==> src/rtl/wide_muldiv_pkg.sv <==
package wide_muldiv_pkg;
  typedef enum logic [1:0] {
    OP_MULU = 2'b00,
    OP_DIVU = 2'b01,
    OP_DIVS = 2'b10,
    OP_RSV  = 2'b11
  } wmd_op_e;

  typedef enum logic [1:0] {
    ST_IDLE = 2'b00,
    ST_RUN  = 2'b01,
    ST_FIN  = 2'b10
  } wmd_state_e;
endpackage

==> src/rtl/wmd_mul_step.sv <==
module wmd_mul_step #(
  parameter int W = 64
) (
  input  logic [W-1:0] acc_hi,
  input  logic [W-1:0] acc_lo,
  input  logic [W-1:0] mcand,
  output logic [W-1:0] nxt_hi,
  output logic [W-1:0] nxt_lo
);
  logic [W:0] sum;

  // low half holds the remaining multiplier bits; its LSB gates the add
  always_comb begin
    sum    = {1'b0, acc_hi} + (acc_lo[0] ? {1'b0, mcand} : '0);
    nxt_hi = sum[W:1];
    nxt_lo = {sum[0], acc_lo[W-1:1]};
  end
endmodule

==> src/rtl/wmd_div_step.sv <==
module wmd_div_step #(
  parameter int W = 64
) (
  input  logic [W-1:0] rem_hi,
  input  logic [W-1:0] quo_lo,
  input  logic [W-1:0] dvsr,
  output logic [W-1:0] nxt_hi,
  output logic [W-1:0] nxt_lo
);
  logic         spill;
  logic [W-1:0] shifted;
  logic         take;

  // spill is the bit leaving the partial remainder; if set, the true
  // value exceeds any W-bit divisor, and the wrapped subtract is exact
  always_comb begin
    spill   = rem_hi[W-1];
    shifted = {rem_hi[W-2:0], quo_lo[W-1]};
    take    = spill || (shifted >= dvsr);
    nxt_hi  = take ? (shifted - dvsr) : shifted;
    nxt_lo  = {quo_lo[W-2:0], take};
  end
endmodule

==> src/rtl/wmd_sign_fix.sv <==
module wmd_sign_fix #(
  parameter int W  = 64,
  parameter int HW = 32
) (
  input  logic [W-1:0] q_mag,
  input  logic [W-1:0] r_mag,
  input  logic         q_neg,
  input  logic         r_neg,
  output logic [W-1:0] q_out,
  output logic [W-1:0] r_out,
  output logic         range_err
);
  localparam logic [W-1:0] POS_LIM = {{(W-HW+1){1'b0}}, {(HW-1){1'b1}}};
  localparam logic [W-1:0] NEG_LIM = POS_LIM + W'(1);

  always_comb begin
    range_err = q_neg ? (q_mag > NEG_LIM) : (q_mag > POS_LIM);
    q_out     = q_neg ? (~q_mag + W'(1)) : q_mag;
    r_out     = r_neg ? (~r_mag + W'(1)) : r_mag;
  end
endmodule

==> src/rtl/wide_muldiv.sv <==
module wide_muldiv
  import wide_muldiv_pkg::*;
#(
  parameter int W = 64
) (
  input  logic         clk,
  input  logic         rst_n,
  input  logic         start,
  input  logic [1:0]   op,
  input  logic [W-1:0] a_in,
  input  logic [W-1:0] b_in,
  input  logic [W-1:0] c_in,
  output logic         busy,
  output logic         done,
  output logic         fault,
  output logic [W-1:0] res_hi,
  output logic [W-1:0] res_lo
);
  localparam int HW   = W / 2;
  localparam int CNTW = $clog2(W);
  localparam logic [CNTW-1:0] LAST_STEP = CNTW'(W - 1);

  wmd_state_e      state;
  wmd_op_e         op_q;
  logic [CNTW-1:0] step;
  logic [W-1:0]    hi_q, lo_q, aux_q;
  logic            qneg_q, rneg_q, early_q;

  wmd_op_e         op_in;
  logic [HW-1:0]   sdiv;
  logic [HW-1:0]   sdiv_mag;
  logic [W-1:0]    sdend_mag;
  logic [W-1:0]    mul_hi, mul_lo, div_hi, div_lo;
  logic [W-1:0]    fix_q, fix_r;
  logic            fix_err;

  assign op_in     = wmd_op_e'(op);
  assign sdiv      = b_in[HW-1:0];
  assign sdiv_mag  = sdiv[HW-1] ? (~sdiv + HW'(1)) : sdiv;
  assign sdend_mag = a_in[W-1] ? (~a_in + W'(1)) : a_in;
  assign busy      = (state != ST_IDLE);

  wmd_mul_step #(.W(W)) u_mul (
    .acc_hi(hi_q), .acc_lo(lo_q), .mcand(aux_q),
    .nxt_hi(mul_hi), .nxt_lo(mul_lo)
  );

  wmd_div_step #(.W(W)) u_div (
    .rem_hi(hi_q), .quo_lo(lo_q), .dvsr(aux_q),
    .nxt_hi(div_hi), .nxt_lo(div_lo)
  );

  wmd_sign_fix #(.W(W), .HW(HW)) u_fix (
    .q_mag(lo_q), .r_mag(hi_q), .q_neg(qneg_q), .r_neg(rneg_q),
    .q_out(fix_q), .r_out(fix_r), .range_err(fix_err)
  );

  always_ff @(posedge clk or negedge rst_n) begin
    if (!rst_n) begin
      state   <= ST_IDLE;
      op_q    <= OP_MULU;
      step    <= '0;
      hi_q    <= '0;
      lo_q    <= '0;
      aux_q   <= '0;
      qneg_q  <= 1'b0;
      rneg_q  <= 1'b0;
      early_q <= 1'b0;
      done    <= 1'b0;
      fault   <= 1'b0;
      res_hi  <= '0;
      res_lo  <= '0;
    end else begin
      done <= 1'b0;
      unique case (state)
        ST_IDLE: begin
          if (start) begin
            op_q    <= op_in;
            step    <= '0;
            early_q <= 1'b0;
            qneg_q  <= 1'b0;
            rneg_q  <= 1'b0;
            state   <= ST_RUN;
            unique case (op_in)
              OP_MULU: begin
                hi_q  <= '0;
                lo_q  <= b_in;
                aux_q <= a_in;
              end
              OP_DIVU: begin
                hi_q  <= a_in;
                lo_q  <= c_in;
                aux_q <= b_in;
                if (a_in >= b_in) begin
                  early_q <= 1'b1;
                  state   <= ST_FIN;
                end
              end
              OP_DIVS: begin
                hi_q   <= '0;
                lo_q   <= sdend_mag;
                aux_q  <= {{(W-HW){1'b0}}, sdiv_mag};
                qneg_q <= a_in[W-1] ^ sdiv[HW-1];
                rneg_q <= a_in[W-1];
                if (sdiv == '0) begin
                  early_q <= 1'b1;
                  state   <= ST_FIN;
                end
              end
              default: begin
                early_q <= 1'b1;
                state   <= ST_FIN;
              end
            endcase
          end
        end
        ST_RUN: begin
          if (op_q == OP_MULU) begin
            hi_q <= mul_hi;
            lo_q <= mul_lo;
          end else begin
            hi_q <= div_hi;
            lo_q <= div_lo;
          end
          step <= step + CNTW'(1);
          if (step == LAST_STEP) state <= ST_FIN;
        end
        ST_FIN: begin
          done  <= 1'b1;
          state <= ST_IDLE;
          if (early_q || (op_q == OP_DIVS && fix_err)) begin
            fault  <= 1'b1;
            res_hi <= '0;
            res_lo <= '0;
          end else if (op_q == OP_DIVS) begin
            fault  <= 1'b0;
            res_hi <= fix_r;
            res_lo <= fix_q;
          end else begin
            fault  <= 1'b0;
            res_hi <= hi_q;
            res_lo <= lo_q;
          end
        end
        default: state <= ST_IDLE;
      endcase
    end
  end
endmodule

==> config.mk <==
export PLATFORM = sky130hd
export DESIGN_NAME = wide_muldiv
export DESIGN_NICKNAME = d
export VERILOG_FILES = /design/src/rtl/wide_muldiv_pkg.sv /design/src/rtl/wmd_mul_step.sv /design/src/rtl/wmd_div_step.sv /design/src/rtl/wmd_sign_fix.sv /design/src/rtl/wide_muldiv.sv
export SDC_FILE = /design/constraint.sdc
export NUM_CORES = 2
export LEC_CHECK = 0
export ABC_AREA = 1
export ABC_CLOCK_PERIOD_IN_PS = 3400
export BUFFER_PORTS_ARGS = -buffer_cell sky130_fd_sc_hd__buf_2
export CAP_MARGIN = 0
export CELL_PAD_IN_SITES_DETAIL_PLACEMENT = 1
export CELL_PAD_IN_SITES_GLOBAL_PLACEMENT = 2
export CORE_MARGIN = 2
export CORE_UTILIZATION = 33
export CTS_BUF_LIST = sky130_fd_sc_hd__clkbuf_16
export DETAILED_ROUTE_END_ITERATION = 10
export PLACE_DENSITY = 0.82
export SLEW_MARGIN = 0
export SYNTH_ARGS = -nofsm -noshare
export SYNTH_HDL_FRONTEND = slang
export SYNTH_SLANG_ARGS = --single-unit
==> constraint.sdc <==
create_clock -name clk -period 3.4 [get_ports clk]
set_input_delay 0.68 -clock clk [delete_from_list [all_inputs] [get_ports clk]]
set_output_delay 0.68 -clock clk [all_outputs]
set_load 0.01 [all_outputs]
* Word level (Yosys, flattened, before mapping) *
Cells that the tools add are included.

storage, ports and cells
  register bits = 335
  output and inout port bits = 131

cells by class
  $add $sub $neg = 7
  order comparisons = 4
  eq/ne operators = 10
  mux-type cells = 35
  bitwise operators = 5
  reductions and logical operators = 17

operators by type and width
  operator               number
  $mux 64                13
  $pmux 64 s2            3
  $pmux 64 s3            2
  $add 64x1->64 const B  3
  $not 64->64            3
  $ge 64x64->1           2
  $add 64x65->65         1
  $gt 64x31->1 const B   1
  $gt 64x32->1 const B   1
  $sub 64x64->64         1
  $add 32x1->32 const B  1
  $logic_not 32->1       1
  $mux 32                1
  $not 32->32            1
  $pmux 6 s2             1
  $reduce_and 3->1       3
  $mux 2                 4
  $mux 1                 7
  $add 6x1->6 const B    1
  $eq 2x2->1 const B     3
  $eq 6x6->1 const B     1
  $logic_not 2->1        3
  $mux 6                 1
  $pmux 2 s3             1
  13 further kinds       19

* Logic depth before layout (Yosys ltp) *
  depth in word-level cells = 6
  gate-level depth with buffers = 22
  gate-level depth less buffers = 20

* Modules after synthesis *
A second synthesis with hierarchy kept.

unflattened totals
  cell total of the unflattened synthesis = 7491
  area, all modules = 42055.3 sq um

modules (own cells, without submodules)
  module        times used  cells each  area an instance (sq um)
  wide_muldiv   1           3314        22659.2
  wmd_div_step  1           1642        7623.6
  wmd_mul_step  1           1493        6971.7
  wmd_sign_fix  1           1042        4800.9

* Worst setup path after synthesis *
No wires, ideal clock.

  kind = register -> register
  start = register lo_q[0]
  end = register hi_q[59]
  setup time = 77 ps
  arrival = 2703 ps
  data required time = 3323 ps
  slack = 619 ps
  cell stages (with the launch flop) = 21
  path buffers = 2
  cells stage by stage = dfrtp_1 -> clkbuf_1 -> clkbuf_1 -> nand2_1 -> inv_1 -> ha_1 -> fa_1 -> nand2_1 -> o21ai_1 -> nand2_1 -> nand2_1 -> nand2_1 -> nand2_1 -> nand2_1 -> nand2_1 -> nand2_1 -> nand3_1 -> nand3_1 -> nand2_1 -> nand2_1 -> a21oi_1

on the way
  cells in the longest elaborated chain, start to end = 4

ends and longest elaborated chain
  element                   line                source
  start: declaration        wide_muldiv.sv:26   logic [W-1:0] hi_q, lo_q, aux_q;
  start signal: assignment  wide_muldiv.sv:87   lo_q <= b_in;
  start signal: assignment  wide_muldiv.sv:92   lo_q <= c_in;
  start signal: assignment  wide_muldiv.sv:101  lo_q <= sdend_mag;
  $mux 64                   wmd_mul_step.sv:14  sum = {1'b0, acc_hi} + (acc_lo[0] ? {1'b0, mcand} : '0);
  $add 64x65->65            wmd_mul_step.sv:14
  $mux 64                   wide_muldiv.sv:118  if (op_q == OP_MULU) begin
  $pmux 64 s2               wide_muldiv.sv:75   unique case (state)
  end signal: assignment    wide_muldiv.sv:91   hi_q <= a_in;
  end signal: assignment    wide_muldiv.sv:119  hi_q <= mul_hi;
  end signal: assignment    wide_muldiv.sv:122  hi_q <= div_hi;
  end: declaration          wide_muldiv.sv:26

No other way between the ends.
A chain may end at the register's enable or synchronous reset.

* Worst setup path in the final report *
  start = register aux_q[0]
  end = register hi_q[57]

on the way
  cells in the longest elaborated chain, start to end = 5
  elaborated cells between the ends (all ways) = 8

ends and longest elaborated chain
  element                   line                source
  start: declaration        wide_muldiv.sv:26
  start signal: assignment  wide_muldiv.sv:88   aux_q <= a_in;
  start signal: assignment  wide_muldiv.sv:93   aux_q <= b_in;
  start signal: assignment  wide_muldiv.sv:102  aux_q <= {{(W-HW){1'b0}}, sdiv_mag};
  $ge 64x64->1              wmd_div_step.sv:19  take = spill || (shifted >= dvsr);
  $logic_or 1x1->1          wmd_div_step.sv:19
  $mux 64                   wmd_div_step.sv:20  nxt_hi = take ? (shifted - dvsr) : shifted;
  $mux 64 (*)               wide_muldiv.sv:118
  $pmux 64 s2 (*)           wide_muldiv.sv:75

Every way passes the cells marked *; elsewhere a longest branch is shown, timed or not.

==> metrics.sh <==
SYNTH_EDF_COUNT=0
DIE_AREA_UM2=114000
SYNTHTOPCELLSBYAREA='sky130_fd_sc_hd__dfrtp_1, sky130_fd_sc_hd__nand2_1, sky130_fd_sc_hd__inv_1, sky130_fd_sc_hd__a21oi_1, sky130_fd_sc_hd__nor2_1'
ARRIVAL_NS=3.79
ANTENNA_VIOLATING_NETS_POST_ROUTE=0
DIE_WIDTH_UM=338
ASYNC_FLOP_SHARE_PCT=100
FINAL-MAX-SLEW-VIOLATION-COUNT=0
SYNTH.LIB_CELLS_USED.DISTINCT=59
FIRST_PASS_GRT_WIRE_LENGTH_MM=314
GRT_SETUP_UNREPAIRED='true'
FINAL_CORE_UTILIZATION_PCT=39.9
YOSYS.CELL_COUNT.TOP_TYPE='sky130_fd_sc_hd__nand2_1'
CTS_TREE='yes'
SETUP_CP_TYPE='reg2reg'
CRITPATHSLOWESTCELL='sky130_fd_sc_hd__dfrtp_2'
PATH_MAX_FANOUT=20
GLOBAL_ROUTE.USAGE.TOTAL_PCT=38.2
YOSYSWARNINGS=0
TOTAL_POWER_mW=52.2
PORT_BUFFERS=327
FP.COREAREA_UM2=111000
DESIGN_AREA_UM2=44100
ANTENNA_FOUND_INITIAL=16
HTREE_LEVELS=2
FILLER_CELL_COUNT=15100
SYNTHTOPCELLSBYCOUNT='sky130_fd_sc_hd__nand2_1, sky130_fd_sc_hd__inv_1, sky130_fd_sc_hd__nor2_1, sky130_fd_sc_hd__a21oi_1, sky130_fd_sc_hd__nand3_1'
CLK_ROOT_BUFFER_CELL='sky130_fd_sc_hd__clkbuf_16'
CRIT_CHAIN='ha_1 > fa_1 > inv_1 > nand3_1 > nand2_2 > nand2_1 > nand2_2 > nand2_2 > nand2_2 > nand2_2 > nand3_2 > nand2_2 > nand2_8 > nand2_4 > inv_2 > buf_12 > nand3_2 > nand3_1 > a21oi_1'
TRITONCTS.NUM_BUFFERS=48
SYNTH_NETS=6609
CELL_TYPE_WITH_THE_LARGEST_TOTAL_AREA_AFTER_SYNTHESIS='sky130_fd_sc_hd__dfrtp_1'
CAP_VIOLATIONS=0
MIN_HOLD_SLACK_NS=0.422
INITIAL_UTILIZATION_PCT=33.2
SYNTHESIS.AREA_PER_INSTANCE_UM2=5.91
DETAILROUTE.VIA_COUNT=45600
YOSYS_REGISTER_BITS=335
GP_CONGESTION=1.05
LAYOUT_WORST_PATH_CYCLE_SHARE_PCT=96.8
CLOCK_INSERTION_DELAY_WORST_SKEW_NS=0.67
WORSTSETUPENDPOINTTYPE='flop'
DETAIL_ROUTE.DRC_VIOLATIONS=0
PLACEDCELLCOUNT=8150
DRT_PASS1_ITERATIONS=6
CTS_BUFFER_DEPTH=3
DPL.HPWL_MM=188
DP_SLACK_NS=-0.693
DRT_ITER0_MARKERS=4006
TRANSITION_TIME_AT_THE_PIN_WITH_THE_LEAST_SLEW_MARGIN_NS=0.807
SYNTH_TOP_CELL_AREA_SHARE_PCT=22.8
FINAL_NET_COUNT=7117
SYNTHCELLS=6209
FLOORPLAN.DIE.HEIGHT_UM=338
WORST_CLOCK_SKEW_NS=0.0331
LAYOUT.AREA.SEQ_UM2=8390
YOSYS_MOST_USED_DFF='sky130_fd_sc_hd__dfrtp_1'
MULTI_INPUT_AREA_UM2=24200
MAXIMUM_NUMBER_OF_PINS_ON_ONE_NET_BEFORE_GLOBAL_ROUTE_REPAIR=154
SETUP_VIOL=0
GRT_OVERFLOW=0
P_LEAK_nW=22.7
HP-CLASS='in2reg'
VIAS_PER_CELL=5.53
SYN_TO_FINAL_GROWTH_PCT=20.0
TIMING_HOLD_VIOLATIONS_FINAL=0
POST_SYNTHESIS_CELL_AREA_UM2=36700
WORST_PATH_MOST_REPEATED_CELL='sky130_fd_sc_hd__nand2_2'
TIMING.CRITICAL_PATH.REQUIRED_NS=3.90
ROWS=122
RATIO_OF_CELLS_WITH_DRIVE_ABOVE_1_IN_THE_FINAL_LAYOUT_PCT=13.1
POST_DP_AREA_UM2=42300
SEQUENTIAL_CELL_AREA_FRACTION_IN_THE_YOSYS_REPORT_PCT=22.8
RELATIVE_SLEW_MARGINS_PCT=46.2
FINALWORSTSETUPSLACK_NS=0.109
NUMBER_OF_CLOCK_SINKS=335
MAX_STAGE_DELAY_NS=0.46
TOTALWIRELENGTH_MM=223
CTS.CLK_SLEW.WORST_PATHS_NS=0.06
TIMING.FINAL.CRIT_PERIOD_NS=3.29
POWER_DENSITY_nW_PER_UM2=1190
MAX_FREQ_MHz=304
WORSTSETUPSTARTPOINTTYPE='flop'
FINAL_CELL_COUNT_NO_FILL=8247
IOS=328
WL_PER_CELL_UM=27.1
WORST_IR_DROP_VDD_mV=0.735
RESULT_OF_THE_RUN='complete, no violations'
GRT_PASS1_VIAS=45100
FIN_TNS_SETUP_NS=0
## metal layers
layer	vias to the layer above	global-route usage, %	routed length, um
met2	1681	59.8	97900
li1	21200	-	-
met4	18	20.0	13300
met3	394	7.18	16600
met1	22300	49.7	95300
met5	-	0	125
## placed cells by master (no fill, tap or decap), drive strengths merged, types with 2 or more instances in the layout
| cell | n |
|---|---|
| o221ai | 3 |
| a31oi | 25 |
| nor2 | 730 |
| o21ai | 438 |
| clkinvlp | 2 |
| a211oi | 4 |
| ha | 201 |
| a2bb2oi | 2 |
| buf | 664 |
| a21o | 3 |
| fa | 2 |
| xnor2 | 14 |
| or2 | 10 |
| inv | 899 |
| o21a | 3 |
| a22oi | 45 |
| nand4 | 103 |
| nand3b | 17 |
| clkbuf | 50 |
| nor4 | 32 |
| nor3b | 2 |
| o31ai | 7 |
| a221oi | 30 |
| clkinv | 22 |
| nand3 | 358 |
| o22ai | 34 |
| nor3 | 84 |
| o211ai | 46 |
| and2 | 4 |
| a21oi | 571 |
| nand2 | 1804 |
| bufinv | 7 |
| o21bai | 27 |
| xor2 | 170 |
| diode | 4 |
| dfrtp | 335 |
## power by group
part / total (mW) / internal (mW) / switching (mW)
clock: 5.43 / 3.16 / 2.27
sequential: 7.89 / 5.66 / 2.23
combinational: 38.9 / 12.3 / 26.5
## worst max-delay path: cells and delay by family (launching register included)
| kind | cells | cell delay (ns) |
|---|---|---|
| flip-flops | 1 | 0.46 |
| AO/OA/AOI/OAI | 1 | 0.07 |
| AND/OR/NAND/NOR | 13 | 1.46 |
| adder cells (fa/ha/maj) | 2 | 0.66 |
| buffers and inverters | 3 | 0.45 |
## flip-flops by register name, summed over array words and instances, names as in the netlist
signal and cells:
aux_q 64, hi_q 64, lo_q 64, res_hi 64, res_lo 64, step 6
op_q 2, state 2, done 1, early_q 1, fault 1, qneg_q 1
rneg_q 1
## final cells by class
cell class                 count  area share [%]
multi-input combinational   4775            54.9
sequential                   335            19.0
timing repair buffer         666            10.5
inverter                     891            7.61
tap                         1488            4.23
clock buffer                  49            2.78
clock inverter                39           0.912
antenna                        4          0.0227
## final timing paths
path                                        start                      to  slack, ns  cells past startpoint
min in group asynchronous                   rst_n  res_hi[20]$_DFFE_PN0P_       0.57                      2
min reg2reg                res_lo[62]$_DFFE_PN0P_  res_lo[62]$_DFFE_PN0P_       0.47                      2
max in group asynchronous                   rst_n     step[0]$_DFFE_PN0P_       1.92                      4
min                                         op[1]     op_q[1]$_DFFE_PN0P_       0.42                      3
max                          aux_q[0]$_DFFE_PN0P_    hi_q[57]$_DFFE_PN0P_       0.11                     19
max reg2reg                  aux_q[0]$_DFFE_PN0P_    hi_q[57]$_DFFE_PN0P_       0.11                     19
## what timing repair did
item,in CTS,in global routing
buffers inserted,1,2
hold endpoints to repair,48,0
pin swaps,0,1
setup endpoints to repair,61,48
hold buffers,1,0
resized for setup,3,33
gates cloned,0,1
## cells by family (layout without fill, tap and decap cells)
kind of cell	after synthesis	count (layout)	synth area share [%]
buffers and inverters	1099	1645	11.7
xor gates and xnor gates	184	184	4.39
other	0	4	0
AOI/OAI and AO/OA	1242	1242	18.7
DFF	335	335	22.8
adders and majority gates	203	203	6.96
and+or+nand+nor	3146	3146	35.4
Power figures use the tool's default switching activity.
